## src/rtl/link_err_pkg.sv

```systemverilog
package link_err_pkg;

    localparam int ERR_W     = 6;
    localparam int REG_AW    = 12;
    localparam int REG_DW    = 32;

    localparam logic [REG_AW-1:0] OFS_RAW    = 12'h1C0;
    localparam logic [REG_AW-1:0] OFS_MASKED = 12'h1C4;
    localparam logic [REG_AW-1:0] OFS_EN_SET = 12'h1C8;
    localparam logic [REG_AW-1:0] OFS_EN_CLR = 12'h1CC;

    // bits 1 (fatal) and 4 (bus tag-lookup fatal)
    localparam logic [ERR_W-1:0] FATAL_CLASS = 6'b01_0010;

    typedef enum logic [2:0] {
        SEL_NONE,
        SEL_RAW,
        SEL_MASKED,
        SEL_EN_SET,
        SEL_EN_CLR
    } reg_sel_e;

    typedef struct packed {
        logic             clr_stat;
        logic             en_set;
        logic             en_clr;
        logic [ERR_W-1:0] bits;
    } wr_cmd_t;

    function automatic logic sel_is_status(input reg_sel_e s);
        return (s == SEL_RAW) || (s == SEL_MASKED);
    endfunction

    function automatic logic sel_is_enable(input reg_sel_e s);
        return (s == SEL_EN_SET) || (s == SEL_EN_CLR);
    endfunction

endpackage

```

## src/rtl/link_err_decode.sv

```systemverilog
module link_err_decode
    import link_err_pkg::*;
#(
    parameter int                ADDR_W  = REG_AW,
    parameter int                DATA_W  = REG_DW,
    parameter int                NUM_SRC = ERR_W,
    parameter logic [ADDR_W-1:0] A_RAW   = OFS_RAW,
    parameter logic [ADDR_W-1:0] A_MSK   = OFS_MASKED,
    parameter logic [ADDR_W-1:0] A_ESET  = OFS_EN_SET,
    parameter logic [ADDR_W-1:0] A_ECLR  = OFS_EN_CLR
) (
    input  logic              wr_en,
    input  logic [ADDR_W-1:0] addr,
    input  logic [DATA_W-1:0] wdata,
    output reg_sel_e          sel,
    output wr_cmd_t           cmd
);

    always_comb begin
        unique case (addr)
            A_RAW:   sel = SEL_RAW;
            A_MSK:   sel = SEL_MASKED;
            A_ESET:  sel = SEL_EN_SET;
            A_ECLR:  sel = SEL_EN_CLR;
            default: sel = SEL_NONE;
        endcase
    end

    always_comb begin
        cmd          = '0;
        cmd.bits     = wdata[NUM_SRC-1:0];
        cmd.clr_stat = wr_en && sel_is_status(sel);
        cmd.en_set   = wr_en && (sel == SEL_EN_SET);
        cmd.en_clr   = wr_en && (sel == SEL_EN_CLR);
    end

endmodule

```

## src/rtl/link_err_status.sv

```systemverilog
module link_err_status #(
    parameter int NUM_SRC = 6
) (
    input  logic               clk,
    input  logic               rst,
    input  logic [NUM_SRC-1:0] evt,
    input  logic [NUM_SRC-1:0] clr_mask,
    output logic [NUM_SRC-1:0] raw_q
);

    for (genvar k = 0; k < NUM_SRC; k++) begin : g_bit
        always_ff @(posedge clk) begin
            if (rst)
                raw_q[k] <= 1'b0;
            else if (evt[k])
                raw_q[k] <= 1'b1;      // new event beats a same-cycle clear
            else if (clr_mask[k])
                raw_q[k] <= 1'b0;
        end
    end

endmodule

```

## src/rtl/link_err_enable.sv

```systemverilog
module link_err_enable #(
    parameter int NUM_SRC = 6
) (
    input  logic               clk,
    input  logic               rst,
    input  logic [NUM_SRC-1:0] set_mask,
    input  logic [NUM_SRC-1:0] clr_mask,
    output logic [NUM_SRC-1:0] en_q
);

    always_ff @(posedge clk) begin
        if (rst)
            en_q <= '0;
        else
            en_q <= (en_q | set_mask) & ~clr_mask;
    end

endmodule

```

## src/rtl/link_err_irq_ctrl.sv

```systemverilog
module link_err_irq_ctrl
    import link_err_pkg::*;
#(
    parameter int                 ADDR_W     = REG_AW,
    parameter int                 DATA_W     = REG_DW,
    parameter int                 NUM_SRC    = ERR_W,
    parameter logic [NUM_SRC-1:0] FATAL_MASK = FATAL_CLASS
) (
    input  logic               clk,
    input  logic               rst,
    input  logic               wr_en,
    input  logic [ADDR_W-1:0]  addr,
    input  logic [DATA_W-1:0]  wdata,
    output logic [DATA_W-1:0]  rdata,
    input  logic [NUM_SRC-1:0] evt_i,
    output logic               err_irq_o,
    output logic               fatal_o
);

    localparam int PAD_W = DATA_W - NUM_SRC;

    reg_sel_e           sel;
    wr_cmd_t            cmd;
    logic [NUM_SRC-1:0] raw_q;
    logic [NUM_SRC-1:0] en_q;
    logic [NUM_SRC-1:0] masked;
    logic [NUM_SRC-1:0] stat_clr;
    logic [NUM_SRC-1:0] en_set;
    logic [NUM_SRC-1:0] en_clr;
    logic [NUM_SRC-1:0] view;

    link_err_decode #(
        .ADDR_W (ADDR_W),
        .DATA_W (DATA_W),
        .NUM_SRC(NUM_SRC)
    ) u_decode (
        .wr_en(wr_en),
        .addr (addr),
        .wdata(wdata),
        .sel  (sel),
        .cmd  (cmd)
    );

    assign stat_clr = cmd.clr_stat ? cmd.bits : '0;
    assign en_set   = cmd.en_set   ? cmd.bits : '0;
    assign en_clr   = cmd.en_clr   ? cmd.bits : '0;

    link_err_status #(.NUM_SRC(NUM_SRC)) u_status (
        .clk     (clk),
        .rst     (rst),
        .evt     (evt_i),
        .clr_mask(stat_clr),
        .raw_q   (raw_q)
    );

    link_err_enable #(.NUM_SRC(NUM_SRC)) u_enable (
        .clk     (clk),
        .rst     (rst),
        .set_mask(en_set),
        .clr_mask(en_clr),
        .en_q    (en_q)
    );

    assign masked    = raw_q & en_q;
    assign err_irq_o = |masked;
    assign fatal_o   = |(masked & FATAL_MASK);

    always_comb begin
        unique case (sel)
            SEL_RAW:    view = raw_q;
            SEL_MASKED: view = masked;
            SEL_EN_SET,
            SEL_EN_CLR: view = en_q;
            default:    view = '0;
        endcase
    end

    assign rdata = {{PAD_W{1'b0}}, view};

endmodule

```

## config.mk

```make
export PLATFORM = sky130hd
export DESIGN_NAME = link_err_irq_ctrl
export DESIGN_NICKNAME = d
export VERILOG_FILES = /design/src/rtl/link_err_pkg.sv /design/src/rtl/link_err_decode.sv /design/src/rtl/link_err_status.sv /design/src/rtl/link_err_enable.sv /design/src/rtl/link_err_irq_ctrl.sv
export SDC_FILE = /design/constraint.sdc
export NUM_CORES = 1
export LEC_CHECK = 0
export ABC_AREA = 1
export BUFFER_PORTS_ARGS = -buffer_cell sky130_fd_sc_hd__buf_4
export CAP_MARGIN = 40
export CORE_UTILIZATION = 34
export CTS_CLUSTER_DIAMETER = 150
export DETAILED_ROUTE_END_ITERATION = 6
export PLACE_DENSITY = 0.82
export SLEW_MARGIN = 30
export SYNTH_ARGS = -nofsm -noshare
export SYNTH_HDL_FRONTEND = slang
export SYNTH_SLANG_ARGS = --single-unit
export TNS_END_PERCENT = 10
```

## constraint.sdc

```tcl
create_clock -name clk -period 1.12 [get_ports clk]
set_input_delay 0.224 -clock clk [delete_from_list [all_inputs] [get_ports clk]]
set_output_delay 0.224 -clock clk [all_outputs]
set_load 0.02 [all_outputs]
```

# [Word level (Yosys, flattened, before mapping)]
# Cells that the tools add are included.
[classes] add_sub_neg=0 mul=0 n_div=0 magnitude_cmp=0 n_eq_ne=8 shift=0 muxes=17 n_bitwise=4 n_reduce_logical=13
[ops] operator="12-bit by 9-bit equality test with 1-bit output (second input constant)" n=4
[ops] operator="6-bit two-way mux" n=3
[ops] operator="6-bit case mux with 3 select lines" n=1
[ops] operator="6-bit AND" n=2
[ops] operator="1-bit two-way mux" n=12
[ops] operator="3-bit case mux with 4 select lines" n=1
[ops] operator="2-bit nonzero test" n=6
[ops] operator="3-bit by 2-bit equality test with 1-bit output (second input constant)" n=2
[ops] operator="6-bit NOT" n=1
[ops] operator="6-bit bitwise OR" n=1
[ops] operator="6-bit OR reduction" n=1
[ops] operator="2-bit OR reduction" n=2
[ops] operator="3-bit by 1-bit equality test with 1-bit output (second input constant)" n=1
[ops] operator="3-bit equality test (second input constant)" n=1
[ops] operator="1-bit logical AND" n=3
[ops] operator="1-bit logical OR" n=1
[word_totals] regBits=12 latchBits=0 ramBits=0 romBits=0 inputBits=53 out_inout_bits=34 elab_cells=49 n_memories=0

# [Longest topological paths before layout]
# Gate-level depths: netlist (run 1).
[depth] depth_word=8 depth_mapped=8

# [Modules after synthesis]
# From an unflattened synthesis (run 1), not the netlist that was laid out.
[hier_totals] cells_unflattened=201 area_unflattened_um2=1209.9
[by_module_without_submodules] mod="link_err_irq_ctrl" n_inst=1 cells_per_inst=106 area_each_um2=576.8 seq_area_each_um2=0.0
[by_module_without_submodules] mod="link_err_enable" n_inst=1 cells_per_inst=31 area_each_um2=226.5 seq_area_each_um2=120.1
[by_module_without_submodules] mod="link_err_status" n_inst=1 cells_per_inst=30 area_each_um2=217.7 seq_area_each_um2=120.1
[by_module_without_submodules] mod="link_err_decode" n_inst=1 cells_per_inst=34 area_each_um2=188.9 seq_area_each_um2=0.0

# [Worst setup path before layout (run 1)]
# Ideal clock, no wire load.
[synth_path] path_type="input to output" from="in addr[9]" to="out rdata[0]" t_arrival_ns=1.107 required_time_ns=0.896 slack_ns=-0.211 cell_stages=5 n_path_buf=0 cell_sequence="nor2_2 > nand3_2 > nor2_4 > nand2_1 > o21ai_1"
[synth_between] elab_chain_cells=5
[synth_rtl] item="start, declared" line_no="link_err_irq_ctrl.sv:12" source="input logic [ADDR_W-1:0] addr,"
[synth_rtl] item="12-bit by 9-bit equality test with 1-bit output" line_no="link_err_decode.sv:20" source="unique case (addr)"
[synth_rtl] item="3-bit case mux with 4 select lines *" line_no="link_err_decode.sv:20"
[synth_rtl] item="3-bit equality test or 3-bit by 2-bit equality test with 1-bit output (tied branches)" line_no="link_err_irq_ctrl.sv:69" source="unique case (sel)"
[synth_rtl] item="2-bit OR reduction" line_no="link_err_irq_ctrl.sv:69"
[synth_rtl] item="6-bit case mux with 3 select lines *" line_no="link_err_irq_ctrl.sv:69"
[synth_rtl] item="end, declared" line_no="link_err_irq_ctrl.sv:14" source="output logic [DATA_W-1:0] rdata,"
# Mark *: on every way between the ends. The rest lies on a longest branch, timed or not.

# [Worst setup path after layout (run 1)]
[layout_path] from="reg u_enable.en_q[1]" to="out err_irq_o"
[layout_between] elab_chain_cells=2
[layout_rtl] item="start, declared" line_no="link_err_enable.sv:8" source="output logic [NUM_SRC-1:0] en_q"
[layout_rtl] item="start signal, assigned" line_no="link_err_enable.sv:15" source="en_q <= (en_q | set_mask) & ~clr_mask;"
[layout_rtl] item="6-bit AND" line_no="link_err_irq_ctrl.sv:64" source="assign masked = raw_q & en_q;"
[layout_rtl] item="6-bit OR reduction" line_no="link_err_irq_ctrl.sv:65" source="assign err_irq_o = |masked;"
[layout_rtl] item="end, declared" line_no="link_err_irq_ctrl.sv:16" source="output logic err_irq_o,"
# No other way between the ends.

==> results of run 1 <==
worst min path at each step:
| stage | end | slack (ps) | depth (start not counted) |
|---|---|---|---|
| floorplan | u_status.raw_q[0] | 290 | 1 |
| global placement | u_status.raw_q[4] | 460 | 2 |
| detailed placement | u_status.raw_q[2] | 470 | 2 |
| CTS | u_status.raw_q[5] | 170 | 2 |
| global route | u_status.raw_q[5] | 170 | 2 |
| finish | u_status.raw_q[5] | 170 | 2 |
layer usage:
layer / routed length [um] / global-route usage (%) / share of wire, %
met1: 1050 / 20.3 / 42
met5: 0 / 0 / 0
met4: 0 / 3.14 / 0
met2: 1280 / 27.5 / 51
met3: 170 / 5.35 / 6.8
cell families after synthesis:
family / Yosys count / share of synthesized area (%)
buffers and inverters: 55 / 32.1
other: 1 / 0.379
flip-flops: 12 / 24.3
AND/OR/NAND/NOR: 61 / 30.5
AO/OA/AOI/OAI: 20 / 12.8
cells in the final DEF (no fill, tap or decap), drive strengths merged:
master and n:
buf 49, conb 26, nand2 26, inv 25, nand4 13, nor2 13, dfxtp 12, nand3 8
a21oi 7, o2111ai 6, o21ai 6, clkbuf 3, a22o 1, and2 1
layout make-up:
type	count	area (um2)
clock buffer	3	22.5
fill	258	1290
inverter	25	93.8
multi-input combinational	107	666
sequential	12	241
tap	31	38.8
timing repair buffer	49	402
worst max-delay path, stage by stage (launching register included):
cell and delay, ps:
dfxtp_2 320, a22o_1 270, a21oi_2 130, nand4_1 100, buf_4 170
power breakdown:
group	switching [mW]	leakage, nW	internal, mW	total (mW)
clock network	0.141	0.0138	0.125	0.265
logic	0.172	0.585	0.103	0.275
registers	0.0126	0.0992	0.442	0.455
sequential cells by signal, indices dropped and copies added (netlist names):
signal / flops
u_status.raw_q: 6
u_enable.en_q: 6
timing repair:
action | CTS | global route
setup endpoints to repair | 8 | 8
gates resized for setup | 10 | 11
endpoints found under the hold margin | 0 | 0
pin swaps | 1 | 1
per-stage QoR:
stage	hold WS, ps	power, mW	std cells	setup TNS (ps)
2_1_floorplan	293	0.669	174	-1030
3_3_place_gp	460	0.718	224	-2920
3_5_place_dp	465	0.721	224	-3060
4_1_cts	169	0.991	227	-2580
5_1_grt	169	1.05	227	-2870
6_report	169	0.995	227	-2440
==> key figures, run 1 <==
Logic synthesis
  – Number of synthesized flops with an enable pin: 0
  – Synth area leaders: dfxtp_1 24%, buf_4 20%, nand2_1 9.5%
  – Distinct cells, synth: 20
  – Share of the synthesized area in the top cell type: 24.3%
  – Top FF cell, synth: dfxtp_1
  – Synth async-reset ratio: 0%
  – Mean area per synthesized cell: 6.64 um2
  – Yosys warning count: 0
  – Post-synthesis sequential area ratio: 24.3%
  – Register bit total from synthesis: 12
  – Synth top cells by count: 27 x buf_4, 25 x nand2_1, 23 x inv_1
  – Top cell type by total area after synthesis: dfxtp_1
  – Most frequent cell after synthesis: buf_4
  – Cells after synthesis: 149
  – Mapped Area: 990 um2

Critical path
  – Crit-path max FO: 2
  – Reg2Reg Setup Slack: 320 ps
  – Critical path startpoint: u_enable.en_q[1]
  – FF-to-FF End: u_enable.en_q[1]
  – WS Path Type: reg -> out
  – Nature of the critical path endpoint: output port
  – Worst Setup Start Kind: register
  – Crit path DAT: 1250 ps
  – Worst reg2reg startpoint: u_enable.en_q[1]
  – Critical Path RT: 900 ps
  – Reg2Reg Depth: 5
  – Setup crit end: err_irq_o

Global routing
  – Tot GR Track Use: 16.3%
  – Number of global-route vias before repair: 899
  – GR Overflow Total: 0
  – Antenna violations before repair: 0
  – Pin count of the biggest net entering global routing: 13
  – First-pass GRT wire length: 4.02 mm

Clocking
  – CTS Sinks: 12
  – Htree depth: 1
  – TritonCTS Buffers: 3
  – Cts hold-fix bufs: 0
  – Root buf cell: clkbuf_4
  – Post-CTS Setup Inserts: 0
  – CTS Buffer Depth: 2
  – CTS tree: done
  – Clk slew on worst S/H paths: 70 ps
  – Clock latency on the worst-skew pair: 280 ps

Die
  – Ports: 87
  – DIE AREA: 0.00313 mm2
  – Die Ht: 56.0 um
  – CORE AREA: 0.00276 mm2
  – Die Width: 56.0 um
  – Starting Density: 35.9%
  – Num rows: 19

Placed design
  – Gpl congestion: 0.849
  – Post-detail-place hpwl: 1.92 mm
  – Cell Area, Placed: 0.00134 mm2
  – Post-place setup slack: -385 ps
  – I/O Buffers: 34

Routing
  – Drt wl/cell: 11.0 um
  – DR vias: 1060
  – Final WL: 2.50 mm
  – Antenna-violating nets left: 0
  – DRC Markers: 0
  – Number of DRC violations after detailed-routing iteration 0: 17
  – Drt pass-1 iters: 4
  – Via density: 4.67

STA
  – RSZ-0062 raised after global routing: true
  – Final setup viols: 8
  – FMAX: 679 MHz
  – Final hold violation count: 0
  – Clock skew: 0 ps
  – Final WS setup: -353 ps
  – Post-route minimum period: 1470 ps
  – Slew Limit Fails: 0
  – Final Cycle Share: 132%

Finish
  – Layout Nets: 251
  – Ant. Diodes: 0
  – Fin util: 53.1%
  – P&R area growth vs syn: 47.9%
  – Finished layout cell area: 0.00146 mm2
  – Share of layout cells above drive strength 1: 39.3%

Job
  – Max Cap Violations: 0

Run status
  – Outcome: finished with violations
  – Violated checks: setup timing

Pwr
  – Peak VDD IR: 0.000764 V
  – Leakage Power: 0.698 nW
  – PwrDens: 679 mW/mm2

Hold path
  – Min-delay worst type: in -> reg
  – Hold path start: rst
Note: power is estimated with default switching activity, not from simulation.
==> inputs of run 2 (changes only) <==
--- a/config.mk
+++ b/config.mk
@@ -12,7 +12,8 @@
 export CTS_CLUSTER_DIAMETER = 150
 export DETAILED_ROUTE_END_ITERATION = 6
 export PLACE_DENSITY = 0.82
-export SLEW_MARGIN = 30
+export SETUP_SLACK_MARGIN = 0.5
+export SLEW_MARGIN = 20
 export SYNTH_ARGS = -nofsm -noshare
 export SYNTH_HDL_FRONTEND = slang
 export SYNTH_SLANG_ARGS = --single-unit
==> run 2 against run 1 <==
  * The run still ends with setup timing left
  * Clock power grew 34%
  * Cell area up 5.5%
  * Sequential share of layout area shrank 0.86 points
  * Clock skew stayed put
  * Global-route usage increased by 0.15 points
  * Non-clock buffer count rose by 2
  * Count of clock-buffer cells in the layout grew 1
  * Register-to-register slack barely moved
  * Critical path depth is the same
  * Setup slack gained 23 ps
  * Combinational power increased by 5%
  * Critical endpoint unchanged
  * Largest cell class unchanged
  * Largest power group unchanged
==> key figures, run 2 (same netlist as run 1, synthesis figures left out) <==
Placed design
  – Placed cell count: 223
  – I/O Buffers: 34
  – Gpl congestion: 0.880
  – Post-detail-place hpwl: 1.88 mm

Routing
  – DRC Markers: 0
  – DR vias: 1039
  – Drt wl/cell: 11.0 um
  – Number of DRC violations after detailed-routing iteration 0: 16
  – Via density: 4.52
  – Final WL: 2.53 mm
  – Antenna-violating nets left: 0
  – Drt pass-1 iters: 4

Run status
  – Outcome: finished with violations
  – Violated checks: setup timing

Hold path
  – Min-delay worst type: in -> reg

Critical path
  – Max incr delay on CP: 320 ps
  – Crit-path max FO: 2
  – Worst Setup Start Kind: register
  – Chain of cells forming the critical path: a22o_1 -> a21oi_2 -> nand4_1 -> buf_4
  – Nature of the critical path endpoint: output port
  – Crit path DAT: 1230 ps
  – WS Path Type: reg -> out
  – Highest-delay cell along the critical path: dfxtp_1
  – Critical Path RT: 900 ps

Clocking
  – CTS Buffer Depth: 2
  – CTS tree: done
  – Htree depth: 1
  – Clk slew on worst S/H paths: 80 ps
  – Root buf cell: clkbuf_4
  – TritonCTS Buffers: 3
  – CTS Sinks: 12
  – Clock latency on the worst-skew pair: 280 ps

Die
  – Die Width: 56.0 um
  – Die Ht: 56.0 um
  – Starting Density: 35.9%
  – CORE AREA: 0.00276 mm2
  – Num rows: 19
  – Ports: 87
  – DIE AREA: 0.00313 mm2

Finish
  – Share of layout cells above drive strength 1: 41.2%
  – Biggest regs: u_enable.en_q (6), u_status.raw_q (6)
  – Commonest non-fill, non-tap cells in the layout: 39 x buf_4, 26 x conb_1, 24 x nand2_1
  – Commonest non-fill, non-tap cell in the layout: buf_4
  – Multi-input logic area: 692 um2
  – Non-filler cells, final: 230
  – Layout Nets: 253
  – Fillers: 259
  – P&R area growth vs syn: 56.0%
  – Sequential Area: 241 um2
  – Ant. Diodes: 0

Pwr
  – Final Power: 1.10 mW
  – Logic pwr share: 26.2%
  – Sw frac: 31.8%
  – Net Switching: 349 uW
  – PwrDens: 712 mW/mm2
  – Int Power: 750 uW
  – Leakage Power: 0.723 nW
  – Clock power share: 32.3%
  – Peak VDD IR: 0.000683 V
  – Sequential share of power: 41.5%

Global routing
  – Pin count of the biggest net entering global routing: 10
  – Number of global-route vias before repair: 931
  – First-pass GRT wire length: 4.06 mm
  – Tot GR Track Use: 16.4%
  – Antenna violations before repair: 0
  – GR Overflow Total: 0

Job
  – Max Cap Violations: 0

STA
  – Post-route minimum period: 1450 ps
  – Final hold violation count: 0
  – Final setup viols: 8
  – Slew Limit Fails: 0
  – WHS: 163 ps
  – RSZ-0062 raised after global routing: true
  – Clock skew: 0 ps
  – Final Cycle Share: 129%
  – Final WS setup: -330 ps
  – FMAX: 690 MHz
## run 2: cell count changes in the layout (fill, tap and decap cells not counted), sizes merged
cell,before,now
buf,49,51
clkbuf,3,4
## run 2: final cells by class
class                   instances  share of cell area, %
inverters                      25                   6.40
flip-flops and latches         12                   15.6
multi-input cells             107                   44.8
repair buffers                 51                   28.3
well taps                      31                   2.51
clock buffers                   4                   2.35
## run 2: repair_timing
action,CTS,global route
endpoints found under the setup margin,20,20
setup buffers,2,1
hold buffers,0,0
pin swaps,6,5
resized for setup,18,4
## run 2: final timing paths
path | depth (start not counted) | startpoint | endpoint | slack (ps)
worst min register to register | 2 | u_status.raw_q[2] | u_status.raw_q[2] | 500
worst max register to register | 5 | u_enable.en_q[1] | u_enable.en_q[1] | 330
worst max-delay path | 4 | u_enable.en_q[1] | err_irq_o | -330
worst min-delay path | 2 | rst | u_status.raw_q[2] | 160
## run 2: stage by stage
stage | setup TNS (ps) | setup slack (ps) | instance area, um2 | util, %
after floorplan | -944 | -151 | 1200 | -
after CTS | -2190 | -326 | 1520 | 55.1
final | -2190 | -330 | 1540 | 56.0
after global routing | -2610 | -403 | 1540 | 56.0
after global placement | -2530 | -325 | 1390 | 50.3
after detailed placement | -2840 | -340 | 1390 | 50.3
## run 2: metal layers
layer	wire (um)	global-route usage [%]	up-vias
li1	-	-	533
met1	1120	21.4	466
met2	1260	28.1	38
met3	137	4.42	2
met4	19	2.09	0
met5	0	0	-
## run 2: power groups by stage
stage,Sequential (mW),Clock (mW),Combinational (mW)
finish,0.456,0.355,0.288
global route,0.457,0.383,0.311
CTS,0.454,0.357,0.286
detailed placement,0.463,0,0.274
global placement,0.463,0,0.270
floorplan,0.462,0,0.215
## run 2: worst max-delay path, delay by kind of cell, from the launching register on
kind | cells | cell delay, ps
AOI/OAI and AO/OA | 2 | 370
DFF | 1 | 320
buffers and inverters | 1 | 170
and+or+nand+nor | 1 | 90
